[config.mk]
export PLATFORM = sky130hd
export DESIGN_NAME = fpm_early_mul
export DESIGN_NICKNAME = d
export VERILOG_FILES = /design/src/rtl/fpm_pkg.sv /design/src/rtl/fpm_fast_detect.sv /design/src/rtl/fpm_seq_mult.sv /design/src/rtl/fpm_round_pack.sv /design/src/rtl/fpm_early_mul.sv
export SDC_FILE = /design/constraint.sdc
export NUM_CORES = 2
export LEC_CHECK = 0
export ABC_AREA = 1
export BUFFER_PORTS_ARGS = -buffer_cell sky130_fd_sc_hd__buf_2
export CAP_MARGIN = 5
export CORE_MARGIN = 4
export CORE_UTILIZATION = 50
export CTS_BUF_LIST = sky130_fd_sc_hd__clkbuf_4 sky130_fd_sc_hd__clkbuf_8
export DETAILED_ROUTE_END_ITERATION = 8
export PLACE_DENSITY_LB_ADDON = 0.2
export SYNTH_ARGS = -nofsm -noshare
export SYNTH_HDL_FRONTEND = slang
export SYNTH_SLANG_ARGS = --single-unit
[constraint.sdc]
create_clock -name clk -period 10.8 [get_ports clk]
set_input_delay 2.7 -clock clk [delete_from_list [all_inputs] [get_ports clk]]
set_output_delay 2.7 -clock clk [all_outputs]
set_load 0.02 [all_outputs]
[src/rtl/fpm_pkg.sv]
// fpm_pkg: shared widths, constants, control state and operand helpers
// for the early-out binary64 multiplier. Assumes IEEE binary64 layout.
package fpm_pkg;
    localparam int FP_W     = 64;
    localparam int EXP_W    = 11;
    localparam int FRAC_W   = 52;
    localparam int MANT_W   = FRAC_W + 1;
    localparam int EXP_BIAS = (1 << (EXP_W - 1)) - 1;
    localparam int EXP_TOP  = (1 << EXP_W) - 1;

    localparam logic [FP_W-2:0] ONE_MAG   = {1'b0, {(EXP_W-1){1'b1}}, {FRAC_W{1'b0}}};
    localparam logic [FP_W-1:0] QNAN_CANON = {1'b0, {EXP_W{1'b1}}, 1'b1, {(FRAC_W-1){1'b0}}};

    typedef enum logic [1:0] {
        ST_IDLE = 2'd0,
        ST_MULT = 2'd1,
        ST_PACK = 2'd2
    } mul_state_t;

    // Replace a subnormal operand by a zero of the same sign.
    function automatic logic [FP_W-1:0] ftz(input logic [FP_W-1:0] x);
        if (x[FP_W-2 -: EXP_W] == '0) ftz = {x[FP_W-1], {(FP_W-1){1'b0}}};
        else                          ftz = x;
    endfunction

    function automatic logic is_nan(input logic [FP_W-1:0] x);
        is_nan = (x[FP_W-2 -: EXP_W] == {EXP_W{1'b1}}) && (x[FRAC_W-1:0] != '0);
    endfunction

    function automatic logic is_inf(input logic [FP_W-1:0] x);
        is_inf = (x[FP_W-2 -: EXP_W] == {EXP_W{1'b1}}) && (x[FRAC_W-1:0] == '0);
    endfunction

    // Zero test, valid on a flushed operand.
    function automatic logic is_zero(input logic [FP_W-1:0] x);
        is_zero = (x[FP_W-2 -: EXP_W] == '0);
    endfunction

    function automatic logic is_unit(input logic [FP_W-1:0] x);
        is_unit = (x[FP_W-2:0] == ONE_MAG);
    endfunction
endpackage

[src/rtl/fpm_fast_detect.sv]
// fpm_fast_detect: combinational early-out detector. From two flushed
// operands it decides whether the product is available at once (unit,
// zero or NaN operand) and forms that product. Infinity times zero gives
// the canonical quiet NaN. Also reports whether either operand is infinite.
// Assumes the operands are already flushed to zero where subnormal.
module fpm_fast_detect
    import fpm_pkg::*;
(
    input  logic [FP_W-1:0] a_i,
    input  logic [FP_W-1:0] b_i,
    output logic            fast_o,
    output logic [FP_W-1:0] fast_res_o,
    output logic            inf_any_o
);
    logic nan_a, nan_b, inf_a, inf_b, zero_a, zero_b, unit_a, unit_b;
    logic sel_a, sel_b, any_zero, any_nan, inf_zero;
    logic [FP_W-2:0] body;
    logic            sgn;

    // Classify both operands.
    always_comb begin
        nan_a  = is_nan(a_i);
        nan_b  = is_nan(b_i);
        inf_a  = is_inf(a_i);
        inf_b  = is_inf(b_i);
        zero_a = is_zero(a_i);
        zero_b = is_zero(b_i);
        unit_a = is_unit(a_i);
        unit_b = is_unit(b_i);
    end

    // Derive the select terms and the infinity-times-zero case.
    always_comb begin
        sel_a    = nan_a | unit_b;
        sel_b    = nan_b | unit_a;
        any_zero = zero_a | zero_b;
        any_nan  = nan_a | nan_b;
        inf_zero = (inf_a & zero_b) | (inf_b & zero_a);
        fast_o   = sel_a | sel_b | any_zero;
        inf_any_o = inf_a | inf_b;
    end

    // Assemble the early-out result, quieting NaNs.
    always_comb begin
        body = (a_i[FP_W-2:0] & {(FP_W-1){sel_a}}) | (b_i[FP_W-2:0] & {(FP_W-1){sel_b}});
        if (any_nan) body[FRAC_W-1] = 1'b1;
        sgn  = (a_i[FP_W-1] & (sel_a | ~any_nan)) ^ (b_i[FP_W-1] & (sel_b | ~any_nan));
        fast_res_o = inf_zero ? QNAN_CANON : {sgn, body};
    end
endmodule

[src/rtl/fpm_seq_mult.sv]
// fpm_seq_mult: sequential unsigned mantissa multiplier. A load captures
// both significands. Each step adds one slice of B times A, shifted into
// place, so STEPS steps give the full double-width product.
// Assumes step_i is held for exactly STEPS cycles after a load.
module fpm_seq_mult #(
    parameter int MW    = 53,
    parameter int STEPS = 4
) (
    input  logic            clk,
    input  logic            rst_n,
    input  logic            load_i,
    input  logic            step_i,
    input  logic [MW-1:0]   mant_a_i,
    input  logic [MW-1:0]   mant_b_i,
    output logic [2*MW-1:0] prod_o
);
    localparam int SLICE  = (MW + STEPS - 1) / STEPS;
    localparam int PAD_W  = SLICE * STEPS;
    localparam int PROD_W = 2 * MW;
    localparam int IDX_W  = $clog2(STEPS + 1);

    logic [MW-1:0]       a_q;
    logic [PAD_W-1:0]    b_q;
    logic [PROD_W-1:0]   acc_q;
    logic [IDX_W-1:0]    idx_q;
    logic [SLICE-1:0]    slice;
    logic [MW+SLICE-1:0] part;
    logic [PROD_W-1:0]   part_sh;

    // Form the shifted partial product for the current slice.
    always_comb begin
        slice   = b_q[idx_q*SLICE +: SLICE];
        part    = a_q * slice;
        part_sh = PROD_W'(part) << (idx_q * SLICE);
    end

    // Capture operands on load, accumulate one slice per step.
    always_ff @(posedge clk) begin
        if (!rst_n) begin
            a_q   <= '0;
            b_q   <= '0;
            acc_q <= '0;
            idx_q <= '0;
        end else if (load_i) begin
            a_q   <= mant_a_i;
            b_q   <= PAD_W'(mant_b_i);
            acc_q <= '0;
            idx_q <= '0;
        end else if (step_i) begin
            acc_q <= acc_q + part_sh;
            idx_q <= idx_q + IDX_W'(1);
        end
    end

    assign prod_o = acc_q;
endmodule

[src/rtl/fpm_round_pack.sv]
// fpm_round_pack: normalises the raw significand product, rounds to
// nearest even, applies the exponent and packs a binary64 result with
// overflow to infinity and underflow flushed to zero.
// Assumes both inputs were normal numbers (leading ones present).
module fpm_round_pack
    import fpm_pkg::*;
(
    input  logic              sign_i,
    input  logic [EXP_W:0]    esum_i,
    input  logic              inf_i,
    input  logic [2*MANT_W-1:0] prod_i,
    output logic [FP_W-1:0]   res_o
);
    localparam int PW  = 2 * MANT_W;
    localparam int XW  = EXP_W + 3;

    logic               hi, guard, sticky, inc, carry;
    logic [MANT_W-1:0]  mant;
    logic [MANT_W:0]    rsum;
    logic [FRAC_W-1:0]  frac;
    logic signed [XW-1:0] exp_s;

    // Normalise: pick the significand window and the guard and sticky bits.
    always_comb begin
        hi = prod_i[PW-1];
        if (hi) begin
            mant   = prod_i[PW-1 -: MANT_W];
            guard  = prod_i[PW-1-MANT_W];
            sticky = |prod_i[PW-2-MANT_W:0];
        end else begin
            mant   = prod_i[PW-2 -: MANT_W];
            guard  = prod_i[PW-2-MANT_W];
            sticky = |prod_i[PW-3-MANT_W:0];
        end
    end

    // Round to nearest, ties to even, and renormalise on carry.
    always_comb begin
        inc   = guard & (sticky | mant[0]);
        rsum  = {1'b0, mant} + {{MANT_W{1'b0}}, inc};
        carry = rsum[MANT_W];
        frac  = carry ? rsum[MANT_W-1:1] : rsum[FRAC_W-1:0];
        exp_s = $signed({2'b00, esum_i}) - XW'(EXP_BIAS)
              + $signed({{(XW-1){1'b0}}, hi}) + $signed({{(XW-1){1'b0}}, carry});
    end

    // Pack with overflow and underflow handling.
    always_comb begin
        if (inf_i || exp_s >= XW'(EXP_TOP))
            res_o = {sign_i, {EXP_W{1'b1}}, {FRAC_W{1'b0}}};
        else if (exp_s <= 0)
            res_o = {sign_i, {(FP_W-1){1'b0}}};
        else
            res_o = {sign_i, exp_s[EXP_W-1:0], frac};
    end
endmodule

[src/rtl/fpm_early_mul.sv]
// fpm_early_mul: top of the variable-latency binary64 multiplier.
// Accepts a start while idle. Unit, zero and NaN operands finish on the
// next edge through the early-out detector. Others go through a STEPS-cycle
// sequential multiply and one packing cycle. Starts while busy are dropped.
// Assumes op_a_i and op_b_i are valid in the cycle start_i is high.
module fpm_early_mul
    import fpm_pkg::*;
#(
    parameter int STEPS = 4
) (
    input  logic            clk,
    input  logic            rst_n,
    input  logic            start_i,
    input  logic [63:0]     op_a_i,
    input  logic [63:0]     op_b_i,
    output logic            done_o,
    output logic [63:0]     result_o,
    output logic            busy_o
);
    localparam int CNT_W = $clog2(STEPS + 1);

    mul_state_t           state_q;
    logic [CNT_W-1:0]     cnt_q;
    logic                 done_q;
    logic [FP_W-1:0]      res_q;
    logic                 sign_q;
    logic [EXP_W:0]       esum_q;
    logic                 inf_q;

    logic [FP_W-1:0]      a_f, b_f;
    logic                 fast, inf_any, accept, load, step;
    logic [FP_W-1:0]      fast_res, pack_res;
    logic [2*MANT_W-1:0]  prod;

    // Flush subnormal inputs and decode the handshake.
    always_comb begin
        a_f    = ftz(op_a_i);
        b_f    = ftz(op_b_i);
        accept = start_i && (state_q == ST_IDLE);
        load   = accept && !fast;
        step   = (state_q == ST_MULT);
    end

    fpm_fast_detect u_detect (
        .a_i        (a_f),
        .b_i        (b_f),
        .fast_o     (fast),
        .fast_res_o (fast_res),
        .inf_any_o  (inf_any)
    );

    fpm_seq_mult #(.MW(MANT_W), .STEPS(STEPS)) u_mult (
        .clk      (clk),
        .rst_n    (rst_n),
        .load_i   (load),
        .step_i   (step),
        .mant_a_i ({1'b1, a_f[FRAC_W-1:0]}),
        .mant_b_i ({1'b1, b_f[FRAC_W-1:0]}),
        .prod_o   (prod)
    );

    fpm_round_pack u_pack (
        .sign_i (sign_q),
        .esum_i (esum_q),
        .inf_i  (inf_q),
        .prod_i (prod),
        .res_o  (pack_res)
    );

    // Sequence the operation and register the result and done pulse.
    always_ff @(posedge clk) begin
        if (!rst_n) begin
            state_q <= ST_IDLE;
            cnt_q   <= '0;
            done_q  <= 1'b0;
            res_q   <= '0;
            sign_q  <= 1'b0;
            esum_q  <= '0;
            inf_q   <= 1'b0;
        end else begin
            done_q <= 1'b0;
            case (state_q)
                ST_IDLE: begin
                    if (accept && fast) begin
                        res_q  <= fast_res;
                        done_q <= 1'b1;
                    end else if (load) begin
                        state_q <= ST_MULT;
                        cnt_q   <= '0;
                        sign_q  <= a_f[FP_W-1] ^ b_f[FP_W-1];
                        esum_q  <= {1'b0, a_f[FP_W-2 -: EXP_W]} + {1'b0, b_f[FP_W-2 -: EXP_W]};
                        inf_q   <= inf_any;
                    end
                end
                ST_MULT: begin
                    cnt_q <= cnt_q + CNT_W'(1);
                    if (cnt_q == CNT_W'(STEPS - 1)) state_q <= ST_PACK;
                end
                ST_PACK: begin
                    res_q   <= pack_res;
                    done_q  <= 1'b1;
                    state_q <= ST_IDLE;
                end
                default: state_q <= ST_IDLE;
            endcase
        end
    end

    assign done_o   = done_q;
    assign result_o = res_q;
    assign busy_o   = (state_q != ST_IDLE);
endmodule

==> impl_metrics.json <==
{
  "grt_use_total_pct": 42.3,
  "finalClockSkew_ns": 0.0474,
  "finalNetCount": 10200,
  "synth-seq-cells": 298,
  "die_w_microns": 335,
  "path_max_fanout": 26,
  "power.density_nw_per_um2": 211,
  "clockBufferDepth": 3,
  "layout_min_cycle_time_ns": 10.57,
  "core_sq_um": 106000,
  "gp_congestion": 1.08,
  "rsz0062_at_grt": "true",
  "overflow": 0,
  "cts-root-buf": "clkbuf_8",
  "clock_sinks": 298,
  "cap_violations": 0,
  "cts_max_level": 2,
  "first_pass_iters": 9,
  "wl_per_cell_microns": 22.8,
  "antenna_found_initial": 6,
  "initialDrtViolationCount": 7319,
  "die_area_sq_um": 112000,
  "async_flop_share_pct": 0,
  "rows": 119,
  "yosys_warnings": 0,
  "fin_tns_setup_ns": 0,
  "synthFlopType": "dfxtp_1",
  "cp-start-kind": "flop",
  "chipHeight_microns": 335,
  "grt_pass1_vias": 59600,
  "slowest_delay_ns": 0.60,
  "yosysUniqueCellTypes": 68,
  "cts_hold_buf": 0,
  "layout_commonest_cell": "nand2_1",
  "synthesis.instances": 8494,
  "via_per_inst": 5.77,
  "synth_nets": 9497,
  "crit_slowest_cell": "fa_1",
  "leakage_nw": 31.5,
  "drcViolationCount": 0,
  "port_buffers": 196,
  "pin_count": 197,
  "setup-violations-final": 0,
  "synthToLayoutAreaGrowth_pct": 18.8,
  "status": "completed",
  "dp_hpwl_mm": 202,
  "ir_worst_vdd_v": 0.000134,
  "fmax_ghz": 0.0946,
  "grt_max_degree": 128,
  "synth_edf_count": 0,
  "clock_latency_ns": 0.78,
  "worst_setup_path_end_kind": "flop",
  "grt_pass1_wl_mm": 360,
  "cts_buffers": 59,
  "worst-slew-pin-transition_ns": 1.27,
  "arrival_ns": 11.19,
  "avgSynthCellArea_sq_um": 6.31,
  "place_inst": 10600,
  "critPathRequiredTime_ns": 11.42,
  "synth-seq-area-share_pct": 11.1,
  "post-route-period-util_pct": 97.9,
  "fin_area_sq_um": 63700,
  "crit_type": "reg2reg",
  "final_cell_mix": "1915 x nand2_1, 1476 x inv_1, 1116 x nor2_1",
  "finalHoldViolations": 0,
  "relSlewSlack_pct": 14.7,
  "final-max-slew-violation-count": 0,
  "finalNonFillerCells": 10700,
  "p_total_w": 0.0134,
  "synth_area_sq_um": 53600,
  "via_count": 61700,
  "clk_pin_slew_ns": 0.07,
  "start_util_pct": 50.6,
  "min_path_type": "reg2reg",
  "placed_area_sq_um": 61500,
  "cts_tree": "built",
  "antenna_left": 0,
  "num-fill-cells": 10500,
  "drive_above_1_share_pct": 15.5,
  "routed_wl_mm": 244
}
metrics by stage:
stage	utilization (%)	hold WS [ns]	setup WS, ns
floorplan	-	0.430	1.50
global route	60.1	0.477	-0.0846
global placement	58.1	0.446	-0.111
finish	60.1	0.460	0.225
detailed placement	58.1	0.449	-0.121
CTS	59.4	0.458	0.00320
worst max-delay path: cells and delay by family (launching register included):
kind                     cells  cell delay, ns
buffers and inverters       14            1.83
AND/OR/NAND/NOR              9            1.30
flip-flops                   1            0.38
AO/OA/AOI/OAI               15            2.92
XOR/XNOR                     1            0.27
adder cells (fa/ha/maj)      8            3.73
area by class of cell:
class	count	area [sq um]	share of cell area, %
multi-input combinational	6290	40900	64.3
timing repair buffer	1075	7890	12.4
sequential	298	5970	9.38
inverter	1522	5730	9.00
tap	1391	1740	2.73
clock buffer	88	1140	1.78
clock inverter	19	221	0.348
antenna	9	22.5	0.0354
sequential cells by signal, summed over array words and instances, names as in the netlist:
signal / cells
result_o: 64
u_mult.a_q: 53
u_mult.b_q: 52
sign_q: 1
done_o: 1
state_q: 2
u_mult.idx_q: 3
cnt_q: 3
esum_q: 12
inf_q: 1
u_mult.prod_o: 106
cells in the mapped netlist (16+ instances only):
library cell / n / area (sq um)
nand2_1: 1924 / 7220
clkbuf_1: 249 / 935
a31oi_1: 62 / 388
a21o_1: 16 / 120
dfxtp_1: 298 / 5970
nand3_1: 413 / 2070
buf_1: 65 / 244
o22ai_1: 31 / 194
o211ai_1: 17 / 128
nor3_1: 100 / 500
nand4_1: 50 / 313
xnor2_1: 40 / 350
o21bai_1: 18 / 135
a21oi_1: 579 / 2900
o21ai_1: 55 / 275
or2_2: 39 / 244
xor2_1: 72 / 631
inv_2: 27 / 101
nor2_1: 1155 / 4340
o21a_1: 35 / 263
buf_2: 48 / 240
inv_1: 1484 / 5570
ha_1: 257 / 3220
a211oi_1: 58 / 435
o21ai_0: 604 / 3020
fa_1: 615 / 12300
nor4_1: 31 / 194
timing repair:
item                                    in CTS  in global routing
cloned                                       0                  2
buffers inserted                             0                  9
resized for setup                            5                220
endpoints found under the setup margin       2                 64
pin swaps                                    1                 19
layer usage:
metal | share of wire [%] | global-route usage (%) | up-vias | wire, microns
met2 | 42 | 64.4 | 3599 | 103000
met3 | 13 | 12.5 | 746 | 31100
met4 | 5.8 | 19.7 | 2 | 14200
li1 | - | - | 28000 | -
met5 | 0.0049 | 0.0851 | - | 12
met1 | 39 | 55.3 | 29300 | 95500
cell families after synthesis:
kind of cell,after synthesis,synth area share [%]
fa+ha+maj,872,29.0
buf+inv,1906,13.7
xor+xnor,112,1.83
simple gates,3780,28.8
compound gates,1518,15.3
flops,298,11.1
mux,8,0.149
where the power goes:
part	internal, W	switching [W]
combinational	0.00414	0.00659
sequential	0.00118	0.000116
clock	0.000754	0.000635
total	0.00608	0.00735
final timing paths:
path / start / to / slack [ns] / cells past startpoint
worst max-delay path: u_mult.idx_q[0]$_SDFFE_PP0P_ / u_mult.prod_o[81]$_SDFFE_PP0P_ / 0.23 / 47
worst min-delay path: u_mult.b_q[21]$_SDFFE_PN0P_ / u_mult.b_q[21]$_SDFFE_PN0P_ / 0.46 / 2
worst max register to register: u_mult.idx_q[0]$_SDFFE_PP0P_ / u_mult.prod_o[81]$_SDFFE_PP0P_ / 0.23 / 47
worst min register to register: u_mult.b_q[21]$_SDFFE_PN0P_ / u_mult.b_q[21]$_SDFFE_PN0P_ / 0.46 / 2
(Power assumes the default switching activity.)
